## src/rtl/flash_cmd_pkg.sv

```systemverilog
package flash_cmd_pkg;
  localparam logic [10:0] UL_ADDR_A = 11'h555;
  localparam logic [10:0] UL_ADDR_B = 11'h2AA;
  localparam logic [7:0]  UL_KEY_A  = 8'hAA;
  localparam logic [7:0]  UL_KEY_B  = 8'h55;
  localparam logic [7:0]  OP_SETUP  = 8'h80;
  localparam logic [7:0]  OP_CHIP   = 8'h10;
  localparam logic [7:0]  OP_SECT   = 8'h30;
  localparam logic [7:0]  OP_PROG   = 8'hA0;
  localparam logic [7:0]  OP_HOLD   = 8'hB0;

  typedef enum logic [3:0] {
    D_READ, D_UL1, D_UL2, D_PGM, D_SU1, D_SU2, D_SU3, D_WIN, D_BUSY
  } dec_st_t;

  typedef enum logic [2:0] {
    E_IDLE, E_PROG, E_SCAN, E_ZERO, E_ONE
  } eng_st_t;

  // bits may only be cleared by a program
  function automatic logic [7:0] prog_merge(input logic [7:0] old_b, input logic [7:0] new_b);
    return old_b & new_b;
  endfunction

  function automatic logic pair_hit(input logic [10:0] a, input logic [7:0] d,
                                    input logic [10:0] ea, input logic [7:0] ed);
    return (a == ea) && (d == ed);
  endfunction
endpackage

```

## src/rtl/flash_wr_strobe.sv

```systemverilog
module flash_wr_strobe #(
  parameter int ADDR_W = 11
) (
  input  logic              clk,
  input  logic              rst_n,
  input  logic              ce_n,
  input  logic              we_n,
  input  logic [ADDR_W-1:0] addr,
  input  logic [7:0]        din,
  output logic              ev_valid,
  output logic [ADDR_W-1:0] ev_addr,
  output logic [7:0]        ev_data
);
  logic act, act_q;
  logic [ADDR_W-1:0] a_q;

  assign act = ~ce_n & ~we_n;

  always_ff @(posedge clk or negedge rst_n) begin
    if (!rst_n) begin
      act_q <= 1'b0;
      a_q   <= '0;
    end else begin
      act_q <= act;
      if (act && !act_q) a_q <= addr;   // address taken as the cycle opens
    end
  end

  // cycle closes when either strobe rises first
  assign ev_valid = act_q & ~act;
  assign ev_addr  = a_q;
  assign ev_data  = din;
endmodule

```

## src/rtl/flash_cmd_dec.sv

```systemverilog
module flash_cmd_dec
  import flash_cmd_pkg::*;
#(
  parameter int ADDR_W  = 11,
  parameter int MEM_AW  = 6,
  parameter int SECTORS = 4,
  parameter int WIN_CYC = 24
) (
  input  logic               clk,
  input  logic               rst_n,
  input  logic               ev_valid,
  input  logic [ADDR_W-1:0]  ev_addr,
  input  logic [7:0]         ev_data,
  input  logic               eng_busy,
  output logic               prog_go,
  output logic [MEM_AW-1:0]  prog_addr,
  output logic [7:0]         prog_data,
  output logic               erase_go,
  output logic [SECTORS-1:0] erase_mask,
  output logic               susp_req,
  output logic               resume_req,
  output logic               win_open
);
  localparam int SEC_W = $clog2(SECTORS);
  localparam int TMR_W = $clog2(WIN_CYC + 1);

  dec_st_t st, st_n;
  logic [SECTORS-1:0] mask, mask_n, sec_bit;
  logic [TMR_W-1:0]   tmr, tmr_n;
  logic               is_sec, sec_n;
  logic [10:0]        ua;

  assign ua        = ev_addr[10:0];
  assign sec_bit   = {{(SECTORS-1){1'b0}}, 1'b1} << ev_addr[MEM_AW-1 -: SEC_W];
  assign prog_addr = ev_addr[MEM_AW-1:0];
  assign prog_data = ev_data;
  assign win_open  = (st == D_WIN);

  always_comb begin
    st_n = st; mask_n = mask; tmr_n = tmr; sec_n = is_sec;
    prog_go = 1'b0; erase_go = 1'b0; erase_mask = mask;
    susp_req = 1'b0; resume_req = 1'b0;
    case (st)
      D_READ: if (ev_valid && pair_hit(ua, ev_data, UL_ADDR_A, UL_KEY_A)) st_n = D_UL1;
      D_UL1:  if (ev_valid) st_n = pair_hit(ua, ev_data, UL_ADDR_B, UL_KEY_B) ? D_UL2 : D_READ;
      D_UL2:  if (ev_valid) begin
                if (pair_hit(ua, ev_data, UL_ADDR_A, OP_PROG))       st_n = D_PGM;
                else if (pair_hit(ua, ev_data, UL_ADDR_A, OP_SETUP)) st_n = D_SU1;
                else                                                 st_n = D_READ;
              end
      D_PGM:  if (ev_valid) begin
                prog_go = 1'b1; sec_n = 1'b0; st_n = D_BUSY;
              end
      D_SU1:  if (ev_valid) st_n = pair_hit(ua, ev_data, UL_ADDR_A, UL_KEY_A) ? D_SU2 : D_READ;
      D_SU2:  if (ev_valid) st_n = pair_hit(ua, ev_data, UL_ADDR_B, UL_KEY_B) ? D_SU3 : D_READ;
      D_SU3:  if (ev_valid) begin
                if (pair_hit(ua, ev_data, UL_ADDR_A, OP_CHIP)) begin
                  erase_go = 1'b1; erase_mask = '1; sec_n = 1'b0; st_n = D_BUSY;
                end else if (ev_data == OP_SECT) begin
                  mask_n = sec_bit; tmr_n = TMR_W'(WIN_CYC - 1); sec_n = 1'b1; st_n = D_WIN;
                end else st_n = D_READ;
              end
      D_WIN:  if (tmr == '0) begin
                erase_go = 1'b1; mask_n = '0; st_n = D_BUSY;
              end else if (ev_valid) begin
                if (ev_data == OP_SECT) begin
                  mask_n = mask | sec_bit; tmr_n = TMR_W'(WIN_CYC - 1);
                end else begin
                  mask_n = '0; st_n = D_READ;
                end
              end else tmr_n = tmr - 1'b1;
      D_BUSY: if (!eng_busy) st_n = D_READ;
              else if (ev_valid && is_sec) begin
                if (ev_data == OP_HOLD)      susp_req   = 1'b1;
                else if (ev_data == OP_SECT) resume_req = 1'b1;
              end
      default: st_n = D_READ;
    endcase
  end

  always_ff @(posedge clk or negedge rst_n) begin
    if (!rst_n) begin
      st <= D_READ; mask <= '0; tmr <= '0; is_sec <= 1'b0;
    end else begin
      st <= st_n; mask <= mask_n; tmr <= tmr_n; is_sec <= sec_n;
    end
  end
endmodule

```

## src/rtl/flash_engine.sv

```systemverilog
module flash_engine
  import flash_cmd_pkg::*;
#(
  parameter int MEM_AW   = 6,
  parameter int SECTORS  = 4,
  parameter int PROG_CYC = 4
) (
  input  logic               clk,
  input  logic               rst_n,
  input  logic               prog_go,
  input  logic [MEM_AW-1:0]  prog_addr,
  input  logic [7:0]         prog_data,
  input  logic               erase_go,
  input  logic [SECTORS-1:0] erase_mask,
  input  logic               susp_req,
  input  logic               resume_req,
  input  logic [MEM_AW-1:0]  rd_addr,
  output logic [7:0]         rd_data,
  output logic               busy,
  output logic               suspended,
  output logic               mem_we,
  output logic               ph_zero,
  output logic               ph_one
);
  localparam int SEC_W = $clog2(SECTORS);
  localparam int IDX_W = MEM_AW - SEC_W;
  localparam int DEPTH = 1 << MEM_AW;
  localparam int PC_W  = $clog2(PROG_CYC + 1);
  localparam logic [IDX_W-1:0] IDX_LAST = '1;
  localparam logic [SEC_W-1:0] SEC_LAST = SEC_W'(SECTORS - 1);

  eng_st_t st;
  logic [7:0]         mem [DEPTH];
  logic [MEM_AW-1:0]  pa, wa;
  logic [7:0]         pd, wd;
  logic [PC_W-1:0]    pcnt;
  logic [SECTORS-1:0] emask;
  logic [SEC_W-1:0]   cur;
  logic [IDX_W-1:0]   idx;
  logic               susp;

  always_comb begin
    mem_we = 1'b0; wa = {cur, idx}; wd = 8'h00;
    case (st)
      E_PROG: if (pcnt == '0) begin mem_we = 1'b1; wa = pa; wd = prog_merge(mem[pa], pd); end
      E_ZERO: if (!susp) begin mem_we = 1'b1; wd = 8'h00; end
      E_ONE:  if (!susp) begin mem_we = 1'b1; wd = 8'hFF; end
      default: ;
    endcase
  end

  always_ff @(posedge clk or negedge rst_n) begin
    if (!rst_n) begin
      for (int i = 0; i < DEPTH; i++) mem[i] <= 8'hFF;
    end else if (mem_we) begin
      mem[wa] <= wd;
    end
  end

  always_ff @(posedge clk or negedge rst_n) begin
    if (!rst_n) begin
      st <= E_IDLE; pa <= '0; pd <= '0; pcnt <= '0;
      emask <= '0; cur <= '0; idx <= '0;
    end else begin
      case (st)
        E_IDLE: if (prog_go) begin
                  st <= E_PROG; pa <= prog_addr; pd <= prog_data; pcnt <= PC_W'(PROG_CYC - 1);
                end else if (erase_go) begin
                  st <= E_SCAN; emask <= erase_mask; cur <= '0; idx <= '0;
                end
        E_PROG: if (pcnt == '0) st <= E_IDLE;
                else pcnt <= pcnt - 1'b1;
        E_SCAN: if (!susp) begin
                  if (emask[cur])           begin st <= E_ZERO; idx <= '0; end
                  else if (cur == SEC_LAST) st <= E_IDLE;
                  else                      cur <= cur + 1'b1;
                end
        E_ZERO: if (!susp) begin
                  if (idx == IDX_LAST) begin st <= E_ONE; idx <= '0; end
                  else idx <= idx + 1'b1;
                end
        E_ONE:  if (!susp) begin
                  if (idx == IDX_LAST) begin
                    idx <= '0;
                    if (cur == SEC_LAST) st <= E_IDLE;
                    else begin cur <= cur + 1'b1; st <= E_SCAN; end
                  end else idx <= idx + 1'b1;
                end
        default: st <= E_IDLE;
      endcase
    end
  end

  always_ff @(posedge clk or negedge rst_n) begin
    if (!rst_n)                          susp <= 1'b0;
    else if (st == E_IDLE)               susp <= 1'b0;
    else if (susp_req && st != E_PROG)   susp <= 1'b1;
    else if (resume_req)                 susp <= 1'b0;
  end

  assign rd_data   = mem[rd_addr];
  assign busy      = (st != E_IDLE);
  assign suspended = susp;
  assign ph_zero   = (st == E_ZERO);
  assign ph_one    = (st == E_ONE);
endmodule

```

## src/rtl/flash_cmd_top.sv

```systemverilog
module flash_cmd_top #(
  parameter int ADDR_W   = 11,
  parameter int MEM_AW   = 6,
  parameter int SECTORS  = 4,
  parameter int PROG_CYC = 4,
  parameter int WIN_CYC  = 24
) (
  input  logic              clk,
  input  logic              rst_n,
  input  logic              ce_n,
  input  logic              we_n,
  input  logic              oe_n,
  input  logic [ADDR_W-1:0] addr,
  input  logic [7:0]        din,
  output logic [7:0]        dout,
  output logic              busy,
  output logic              win_open,
  output logic              suspended
);
  logic               ev_valid;
  logic [ADDR_W-1:0]  ev_addr;
  logic [7:0]         ev_data;
  logic               prog_go, erase_go, susp_req, resume_req;
  logic [MEM_AW-1:0]  prog_addr;
  logic [7:0]         prog_data, rd_data;
  logic [SECTORS-1:0] erase_mask;
  logic               mem_we, ph_zero, ph_one;

  flash_wr_strobe #(.ADDR_W(ADDR_W)) u_strobe (
    .clk(clk), .rst_n(rst_n), .ce_n(ce_n), .we_n(we_n), .addr(addr), .din(din),
    .ev_valid(ev_valid), .ev_addr(ev_addr), .ev_data(ev_data)
  );

  flash_cmd_dec #(.ADDR_W(ADDR_W), .MEM_AW(MEM_AW), .SECTORS(SECTORS), .WIN_CYC(WIN_CYC)) u_dec (
    .clk(clk), .rst_n(rst_n), .ev_valid(ev_valid), .ev_addr(ev_addr), .ev_data(ev_data),
    .eng_busy(busy), .prog_go(prog_go), .prog_addr(prog_addr), .prog_data(prog_data),
    .erase_go(erase_go), .erase_mask(erase_mask), .susp_req(susp_req),
    .resume_req(resume_req), .win_open(win_open)
  );

  flash_engine #(.MEM_AW(MEM_AW), .SECTORS(SECTORS), .PROG_CYC(PROG_CYC)) u_eng (
    .clk(clk), .rst_n(rst_n), .prog_go(prog_go), .prog_addr(prog_addr), .prog_data(prog_data),
    .erase_go(erase_go), .erase_mask(erase_mask), .susp_req(susp_req), .resume_req(resume_req),
    .rd_addr(addr[MEM_AW-1:0]), .rd_data(rd_data), .busy(busy), .suspended(suspended),
    .mem_we(mem_we), .ph_zero(ph_zero), .ph_one(ph_one)
  );

  assign dout = (!ce_n && !oe_n) ? rd_data : 8'h00;
endmodule

```

## config.mk

```make
export PLATFORM = sky130hd
export DESIGN_NAME = flash_cmd_top
export DESIGN_NICKNAME = d
export VERILOG_FILES = /design/src/rtl/flash_cmd_pkg.sv /design/src/rtl/flash_wr_strobe.sv /design/src/rtl/flash_cmd_dec.sv /design/src/rtl/flash_engine.sv /design/src/rtl/flash_cmd_top.sv
export SDC_FILE = /design/constraint.sdc
export NUM_CORES = 1
export LEC_CHECK = 0
export BUFFER_PORTS_ARGS = -buffer_cell sky130_fd_sc_hd__buf_2
export CELL_PAD_IN_SITES_DETAIL_PLACEMENT = 1
export CELL_PAD_IN_SITES_GLOBAL_PLACEMENT = 1
export CORE_MARGIN = 1.5
export CORE_UTILIZATION = 35
export DETAILED_ROUTE_END_ITERATION = 16
export GPL_TIMING_DRIVEN = 0
export PLACE_DENSITY_LB_ADDON = 0.1
export SLEW_MARGIN = 20
export SYNTH_ARGS = -nofsm -noshare
export SYNTH_HDL_FRONTEND = slang
export SYNTH_SLANG_ARGS = --single-unit
export TNS_END_PERCENT = 100
```

## constraint.sdc

```tcl
create_clock -name clk -period 9.8 [get_ports clk]
set_input_delay 1.96 -clock clk [delete_from_list [all_inputs] [get_ports clk]]
set_output_delay 1.96 -clock clk [all_outputs]
set_load 0.02 [all_outputs]
```

==> results of run 1 <==
## worst reg2reg max path: stages (launching register included)
cell and delay (ns):
dfrtp_1 0.64, and2_1 0.25, buf_2 0.44, clkbuf_1 0.80, clkbuf_1 0.89, a22oi_1 0.37, a21oi_1 0.44, nor3_1 0.16
nand4_1 0.22, buf_2 0.50, a31oi_1 0.18
## layer usage
layer / vias up / routed length, µm / track usage
li1: 11260 / - / -
met1: 14350 / 62400 / 0.4192
met2: 1094 / 68700 / 0.5074
met3: 362 / 10170 / 0.06529
met4: 2 / 9478 / 0.1799
met5: - / 13 / 0
## registers in the layout, indices dropped and copies added (netlist names)
signal and flops:
u_eng.emask 4, u_dec.tmr 5, u_dec.st 4, u_eng.pa 6, u_eng.pcnt 3, u_eng.st 3
u_dec.is_sec 1, u_eng.cur 2, u_eng.idx 4, u_strobe.act_q 1, u_eng.suspended 1, u_strobe.ev_addr 11
u_dec.mask 4, u_eng.pd 8, u_eng.mem 512
## layout make-up
class	count	area, µm²	area share
well taps	1176	1471	0.04049
plain buffers	305	1529	0.04208
clock buffers	109	2240	0.06164
diodes	2	5.005	0.0001377
repair buffers	42	435.4	0.01198
inverters	14	52.55	0.001446
clock inverters	23	147.6	0.004063
flip-flops and latches	569	14880	0.4095
multi-input cells	2079	15580	0.4287
## placed cells by master, fill, tap and decap left out, types with 14 or more instances in the layout
cell type	instances
nand4_1	15
o22ai_1	31
clkinv_2	19
nor2b_1	17
clkbuf_16	79
inv_1	14
mux4_2	159
buf_4	27
nand3_1	20
a21oi_1	150
nand2_1	220
buf_6	15
o21ai_1	44
mux2i_1	238
and2_1	19
clkbuf_8	15
nor3_1	24
o21ai_0	172
dfstp_2	512
buf_2	148
mux2_2	63
nor2_1	365
clkbuf_1	133
clkbuf_2	18
a31oi_1	259
a22oi_1	112
dfrtp_1	57
## worst paths after layout
| kind | end | slack [ns] | cells after the start |
|---|---|---|---|
| min reg2reg | u_eng.mem[15] | 0.47 | 2 |
| max | dout[6] | 1.95 | 8 |
| min in group asynchronous | u_eng.mem[20] | 1.33 | 1 |
| max in group asynchronous | u_strobe.ev_addr[10] | 6.98 | 4 |
| min | u_eng.mem[15] | 0.47 | 2 |
| max reg2reg | u_eng.mem[280] | 4.82 | 10 |
## through the flow
stage | setup slack [ns] | instances | utilization | cell area, µm²
6_report | 1.948 | 4319 | 0.4031 | 36340
2_1_floorplan | 3.747 | 2967 | - | 31890
4_1_cts | 2.152 | 4317 | 0.4027 | 36310
3_3_place_gp | -5.250 | 4174 | 0.3718 | 33520
3_5_place_dp | 2.156 | 4185 | 0.3763 | 33920
5_1_grt | 1.844 | 4318 | 0.4030 | 36330
## where the power goes
part	switching, W	internal, W
logic	0.000275	0.000114
registers	0.0000261	0.00238
clock network	0.00112	0.00160
total	0.00143	0.00410
## cell families after synthesis
| group | after synthesis | synth area share |
|---|---|---|
| fa+ha+maj | 6 | 0.002354 |
| compound gates | 830 | 0.1593 |
| flops | 569 | 0.4666 |
| xor+xnor | 2 | 0.0005494 |
| mux | 460 | 0.2092 |
| simple gates | 781 | 0.1137 |
| buf+inv | 319 | 0.04826 |
==> results_tabular.tex, run 1 <==
\begin{tabular}{lr}
\hline
Metric & Value \\
\hline
\multicolumn{2}{l}{\textbf{Critical path}} \\
Slowest CP cell & clkbuf\_1 \\
Critical path's top delay family & buffers and inverters \\
Required time at the worst-slack endpoint & 7.84 ns \\
Crit path max fanout & 10 \\
Combined buffer and inverter count along the critical path & 4 \\
Crit-path cells & buf\_2, buf\_1, clkbuf\_1, mux4\_2, mux4\_2, mux2i\_1, o22ai\_1, buf\_2 \\
Source of the worst register-to-register timing path & u\_eng.pa[2] \\
Startpoint of the most critical setup path & addr[1] \\
Type of destination of the critical path & output port \\
Startpoint type of the worst setup path & primary input \\
Kind of critical path & primary input to output port \\
CP max stage delay & 0.92 ns \\
Data arrival time at the worst-slack endpoint & 5.89 ns \\
\multicolumn{2}{l}{\textbf{Layout}} \\
Fraction of layout instances using a drive strength above 1 & 0.3572 \\
Total of fill cells in the finished design & 9819 \\
Layout area overhead & 13.94\% \\
Final net count & 3114 \\
\multicolumn{2}{l}{\textbf{Power}} \\
Maximum resistive drop on vdd & 0.0001052 V \\
Power density over the cells & 152.0 nW/µm² \\
Lkg Pwr & 12.88 nW \\
Overall power after layout & 0.005523 W \\
\multicolumn{2}{l}{\textbf{Synthesis}} \\
Sequential area share after synthesis & 0.4666 \\
Number of synthesized flops with an enable pin & 0 \\
Flop and latch count out of synthesis & 569 \\
Avg Synthesized Cell Area & 10.75 µm² \\
Most used DFF post-synth & dfstp\_2 \\
Top cells by instance count after synthesis & dfstp\_2 (512), nor2\_1 (365), a31oi\_1 (259) \\
Syn nets & 2997 \\
Most common cell in the netlist & dfstp\_2 \\
Area share of the largest cell type after synthesis & 0.4219 \\
Cell count after synthesis & 2967 \\
Post-synthesis instance area & 31890 µm² \\
Library cell occupying the most area in the post-synthesis netlist & dfstp\_2 \\
Fraction of registers with async set or reset after synthesis & 1.000 \\
Count of synthesis-stage warnings from yosys & 0 \\
Ranking of synthesized cells by area & dfstp\_2 (42\%), mux4\_2 (11\%), mux2i\_1 (7.5\%), a31oi\_1 (5.1\%), dfrtp\_1 (4.5\%) \\
Count of different cell masters after synthesis & 84 \\
\multicolumn{2}{l}{\textbf{Floorplanning}} \\
Die Span Y & 304.9 µm \\
Num rows & 110 \\
Floorplan core area & 90150 µm² \\
Starting utilization of the core area & 0.3537 \\
Top-Level Pins & 35 \\
Total die area & 92930 µm² \\
Die width & 304.9 µm \\
\multicolumn{2}{l}{\textbf{Clock network}} \\
Cell at the root of the clock tree & clkbuf\_16 \\
Maximum level of the CTS H-tree & 3 \\
Clock Sink Count & 569 \\
Number of buffers inserted to repair setup after CTS & 0 \\
Clk pin slew, worst setup/hold paths & 0.05 ns \\
Bufs on Longest Clock Path & 3 \\
Post-cts resize count & 0 \\
CTS Hold Bufs & 0 \\
Clock latency reported for the late side of the worst-skew pair & 0.66 ns \\
Cts bufs inserted & 73 \\
CTS tree & done \\
\multicolumn{2}{l}{\textbf{Timing}} \\
Period Utilization, post-route & 0.8012 \\
Worst hold slack across all endpoints & 0.4746 ns \\
Final critical path time including I/O delays and setup & 7.852 ns \\
Maximum clock rate & 127.4 MHz \\
Worst Tran Pin Value & 1.319 ns \\
Sum Neg Setup Slack & 0 ns \\
Worst slew slack as a fraction of its limit & 0.1204 \\
RSZ-0062 raised after global routing & no \\
Final number of hold-violating endpoints & 0 \\
Final Setup Violations & 0 \\
Max-slew violation count & 0 \\
Max Clock Skew & 0.03773 ns \\
\multicolumn{2}{l}{\textbf{Route}} \\
Detailed-routing iteration count for the pre-antenna-repair pass & 5 \\
Average detailed-routed wire length per instance & 34.91 µm \\
Detailed-route vias per instance & 6.266 \\
DRC violation total after the first TritonRoute iteration & 2458 \\
Final antenna-violating net count & 0 \\
Post-detailed-routing wire length & 150.8 mm \\
Residual DRC count & 0 \\
Vias & 27060 \\
\multicolumn{2}{l}{\textbf{GRT}} \\
Global-route congestion overflow total & 0 \\
Number of global-route vias before repair & 28330 \\
First-pass GRT wire length & 214.5 mm \\
Number of antenna violations at the first check in global routing & 8 \\
Pin count of the biggest net entering global routing & 98 \\
GRT Util Overall & 0.3238 \\
\multicolumn{2}{l}{\textbf{Placed design}} \\
Weighted congestion reported at the end of routability-driven placement & 0.9697 \\
Port Buffer Count & 31 \\
Hpwl dp & 111.0 mm \\
\multicolumn{2}{l}{\textbf{Worst hold path}} \\
Class of the tightest hold or removal check & register to register \\
Hold Startpoint & u\_eng.mem[15] \\
\multicolumn{2}{l}{\textbf{Flow run}} \\
MaxCap Viol Count & 0 \\
\multicolumn{2}{l}{\textbf{Outcome}} \\
Run status & completed \\
\hline
\end{tabular}
Note: power is estimated with default switching activity, not from simulation.
==> run 2: changes to the inputs <==
==> constraint.sdc (replaced) <==
create_clock -name clk -period 6.6 [get_ports clk]
set_input_delay 1.32 -clock clk [delete_from_list [all_inputs] [get_ports clk]]
set_output_delay 1.32 -clock clk [all_outputs]
set_load 0.02 [all_outputs]
==> run 2 against run 1 <==
Global-route usage did not move. Non-clock buffer count stayed put. First-iteration DRC count is 0.24% higher. Combinational power is 49% higher. Clock power up 48%. Worst hold slack barely moved. Count of clock-buffer cells in the layout unchanged. Critical path depth unchanged. Final cell count is the same. Utilization barely moved. Worst setup slack got worse by 1.8 ns. Critical endpoint unchanged. Largest power group unchanged. Highest routed layer unchanged.
==> results_tabular.tex, run 2 (synthesis results as in run 1) <==
\begin{tabular}{lr}
\hline
Metric & Value \\
\hline
\multicolumn{2}{l}{\textbf{Clock network}} \\
Clock Sink Count & 569 (unchanged) \\
CTS tree & done (unchanged) \\
Clk pin slew, worst setup/hold paths & 0.05 ns (about the same) \\
Cts bufs inserted & 73 (unchanged) \\
Cell at the root of the clock tree & clkbuf\_16 (unchanged) \\
Bufs on Longest Clock Path & 3 (unchanged) \\
Maximum level of the CTS H-tree & 3 (unchanged) \\
Clock latency reported for the late side of the worst-skew pair & 0.66 ns (about the same) \\
Number of buffers inserted to repair setup after CTS & 0 (unchanged) \\
\multicolumn{2}{l}{\textbf{Power}} \\
Overall power after layout & 0.008199 W (was 0.005523 W) \\
Power density over the cells & 225.6 nW/µm² (was 152.0 nW/µm²) \\
Lkg Pwr & 12.88 nW (about the same) \\
Combinational cell fraction of total power & 0.070 (about the same) \\
Portion of total power attributed to the clock network & 0.494 (about the same) \\
Internal Pwr Total & 0.006084 W (was 0.004098 W) \\
Proportion of power drawn by flip-flops and latches & 0.436 (about the same) \\
Power dissipated by switching net loads & 0.002114 W (was 0.001426 W) \\
Maximum resistive drop on vdd & 0.0001563 V (was 0.0001052 V) \\
Sw frac & 0.2579 (was 0.2581) \\
\multicolumn{2}{l}{\textbf{Placed design}} \\
Port Buffer Count & 31 (unchanged) \\
Weighted congestion reported at the end of routability-driven placement & 0.9697 (unchanged) \\
Placement-stage cell area & 33920 µm² (unchanged) \\
Hpwl dp & 111.0 mm (unchanged) \\
\multicolumn{2}{l}{\textbf{Worst hold path}} \\
WHS Path Cells & 2 (unchanged) \\
Hold Startpoint & u\_eng.mem[15] (unchanged) \\
Hold EP & u\_eng.mem[15] (unchanged) \\
Class of the tightest hold or removal check & register to register (unchanged) \\
\multicolumn{2}{l}{\textbf{Route}} \\
Detailed-routing iteration count for the pre-antenna-repair pass & 5 (unchanged) \\
Final antenna-violating net count & 0 (unchanged) \\
Post-detailed-routing wire length & 150.7 mm (was 150.8 mm) \\
Vias & 27020 (was 27060) \\
DRC violation total after the first TritonRoute iteration & 2464 (was 2458) \\
Detailed-route vias per instance & 6.255 (was 6.266) \\
Residual DRC count & 0 (unchanged) \\
Average detailed-routed wire length per instance & 34.89 µm (was 34.91 µm) \\
\multicolumn{2}{l}{\textbf{Timing}} \\
Maximum clock rate & 155.8 MHz \\
Period Utilization, post-route & 0.9724 \\
Max Clock Skew & 0.03622 ns (was 0.03773 ns) \\
Sum Neg Setup Slack & 0 ns (unchanged) \\
Worst hold slack across all endpoints & 0.4746 ns (about the same) \\
Max-slew violation count & 0 (unchanged) \\
RSZ-0062 raised after global routing & no (unchanged) \\
Final number of hold-violating endpoints & 0 (unchanged) \\
Worst slew slack as a fraction of its limit & 0.1196 (was 0.1204) \\
Worst Tran Pin Value & 1.321 ns (was 1.319 ns) \\
Final Setup Violations & 0 (unchanged) \\
Final critical path time including I/O delays and setup & 6.418 ns \\
\multicolumn{2}{l}{\textbf{GRT}} \\
First-pass GRT wire length & 214.5 mm (unchanged) \\
Pin count of the biggest net entering global routing & 98 (unchanged) \\
Global-route congestion overflow total & 0 (unchanged) \\
Number of antenna violations at the first check in global routing & 8 (unchanged) \\
Number of global-route vias before repair & 28330 (unchanged) \\
GRT Util Overall & 0.3238 (unchanged) \\
\multicolumn{2}{l}{\textbf{Flow run}} \\
MaxCap Viol Count & 0 (unchanged) \\
\multicolumn{2}{l}{\textbf{Critical path}} \\
Source of the worst register-to-register timing path & u\_eng.pa[2] (unchanged) \\
Crit-path cells & buf\_2, buf\_1, buf\_2, mux4\_2, mux4\_2, mux2i\_1, o22ai\_1, buf\_2 (was buf\_2, buf\_1, clkbuf\_1, mux4\_2, mux4\_2, mux2i\_1, o22ai\_1, buf\_2) \\
Crit path max fanout & 10 (unchanged) \\
Data arrival time at the worst-slack endpoint & 5.10 ns (was 5.89 ns) \\
Worst flop-to-flop path endpoint & u\_eng.mem[280] (unchanged) \\
Logic depth of the worst register-to-register path & 10 (unchanged) \\
Setup slack of the most critical reg-to-reg path & 1.62 ns (was 4.82 ns) \\
Startpoint type of the worst setup path & primary input (unchanged) \\
Slowest CP cell & buf\_1 (was clkbuf\_1) \\
Kind of critical path & primary input to output port (unchanged) \\
Type of destination of the critical path & output port (unchanged) \\
CP max stage delay & 0.77 ns (was 0.92 ns) \\
Required time at the worst-slack endpoint & 5.28 ns (was 7.84 ns) \\
Most Frequent Cell on Critical Path & buf\_2 \\
\multicolumn{2}{l}{\textbf{Layout}} \\
Final net count & 3114 (unchanged) \\
Register bank with the most flops & u\_eng.mem (unchanged) \\
Largest register FFs & 512 (unchanged) \\
Fraction of layout instances using a drive strength above 1 & 0.3575 (was 0.3572) \\
Post-Route Utilization & 0.4031 (about the same) \\
Leading cell type in the layout, fill and taps excluded & dfstp\_2 (unchanged) \\
Layout area overhead & 13.95\% (was 13.94\%) \\
Finished layout cell area & 36340 µm² (about the same) \\
Most used cells in the layout excluding fill and tap cells & dfstp\_2 (512), nor2\_1 (365), a31oi\_1 (259), mux2i\_1 (238), nand2\_1 (220) (unchanged) \\
\multicolumn{2}{l}{\textbf{Floorplanning}} \\
Num rows & 110 (unchanged) \\
Floorplan core area & 90150 µm² (unchanged) \\
Starting utilization of the core area & 0.3537 (unchanged) \\
Total die area & 92930 µm² (unchanged) \\
Die Span Y & 304.9 µm (unchanged) \\
Top-Level Pins & 35 (unchanged) \\
Die width & 304.9 µm (unchanged) \\
\multicolumn{2}{l}{\textbf{Outcome}} \\
Run status & completed (unchanged) \\
\hline
\end{tabular}
run 2: power groups by stage:
| stage | clock [W] | combinational [W] | sequential, W |
|---|---|---|---|
| after floorplan | 0 | 0.000312 | 0.00361 |
| after global placement | 0 | 0.000539 | 0.00362 |
| after detailed placement | 0 | 0.000572 | 0.00362 |
| after CTS | 0.00411 | 0.000575 | 0.00357 |
| after global routing | 0.00424 | 0.000616 | 0.00358 |
| final | 0.00405 | 0.000578 | 0.00357 |
run 2: through the flow:
step	worst slack, ns	instances
2_1_floorplan	1.827	2967
3_3_place_gp	-7.810	4174
3_5_place_dp	0.2363	4185
4_1_cts	0.2316	4317
5_1_grt	0.1079	4318
6_report	0.1822	4319
run 2: layout make-up:
type / count / area (µm²)
antenna: 2 / 5.005
buffer: 305 / 1530
clock buffer: 109 / 2240
clock inverter: 23 / 147.6
fill: 9818 / 53810
inverter: 14 / 52.55
multi-input combinational: 2079 / 15580
sequential: 569 / 14880
tap: 1176 / 1471
timing repair buffer: 42 / 435.4
run 2: worst max-delay path by stage:
stage                       start     endpoint  slack [ns]  depth (start not counted)
after detailed placement  addr[1]      dout[6]        0.24                          8
after floorplan           addr[0]      dout[0]        1.83                          6
final                     addr[1]      dout[6]        0.18                          8
after global placement      rst_n  u_dec.st[0]       -7.81                          1
after CTS                 addr[1]      dout[6]        0.23                          8
after global routing      addr[1]      dout[6]        0.11                          8
run 2: routing by layer:
metal  up-vias  track usage  wire length, µm  part of all wire
met5         -            0               13          0.000086
met4         2       0.1799             9380             0.062
met3       356      0.06529            10200             0.068
met2      1081       0.5074            68710              0.46
met1     14320       0.4192            62380              0.41
li1      11260            -                -                 -
run 2: timing repair:
item                                    in CTS  in global routing
gates resized for setup                      0                  3
hold buffers                                 0                  0
endpoints found under the setup margin       0                  1
run 2: worst max-delay path, delay by kind of cell:
family | cells | cell delay (ns)
muxes | 3 | 1.58
AOI/OAI and AO/OA | 1 | 0.29
buffers and inverters | 4 | 1.86
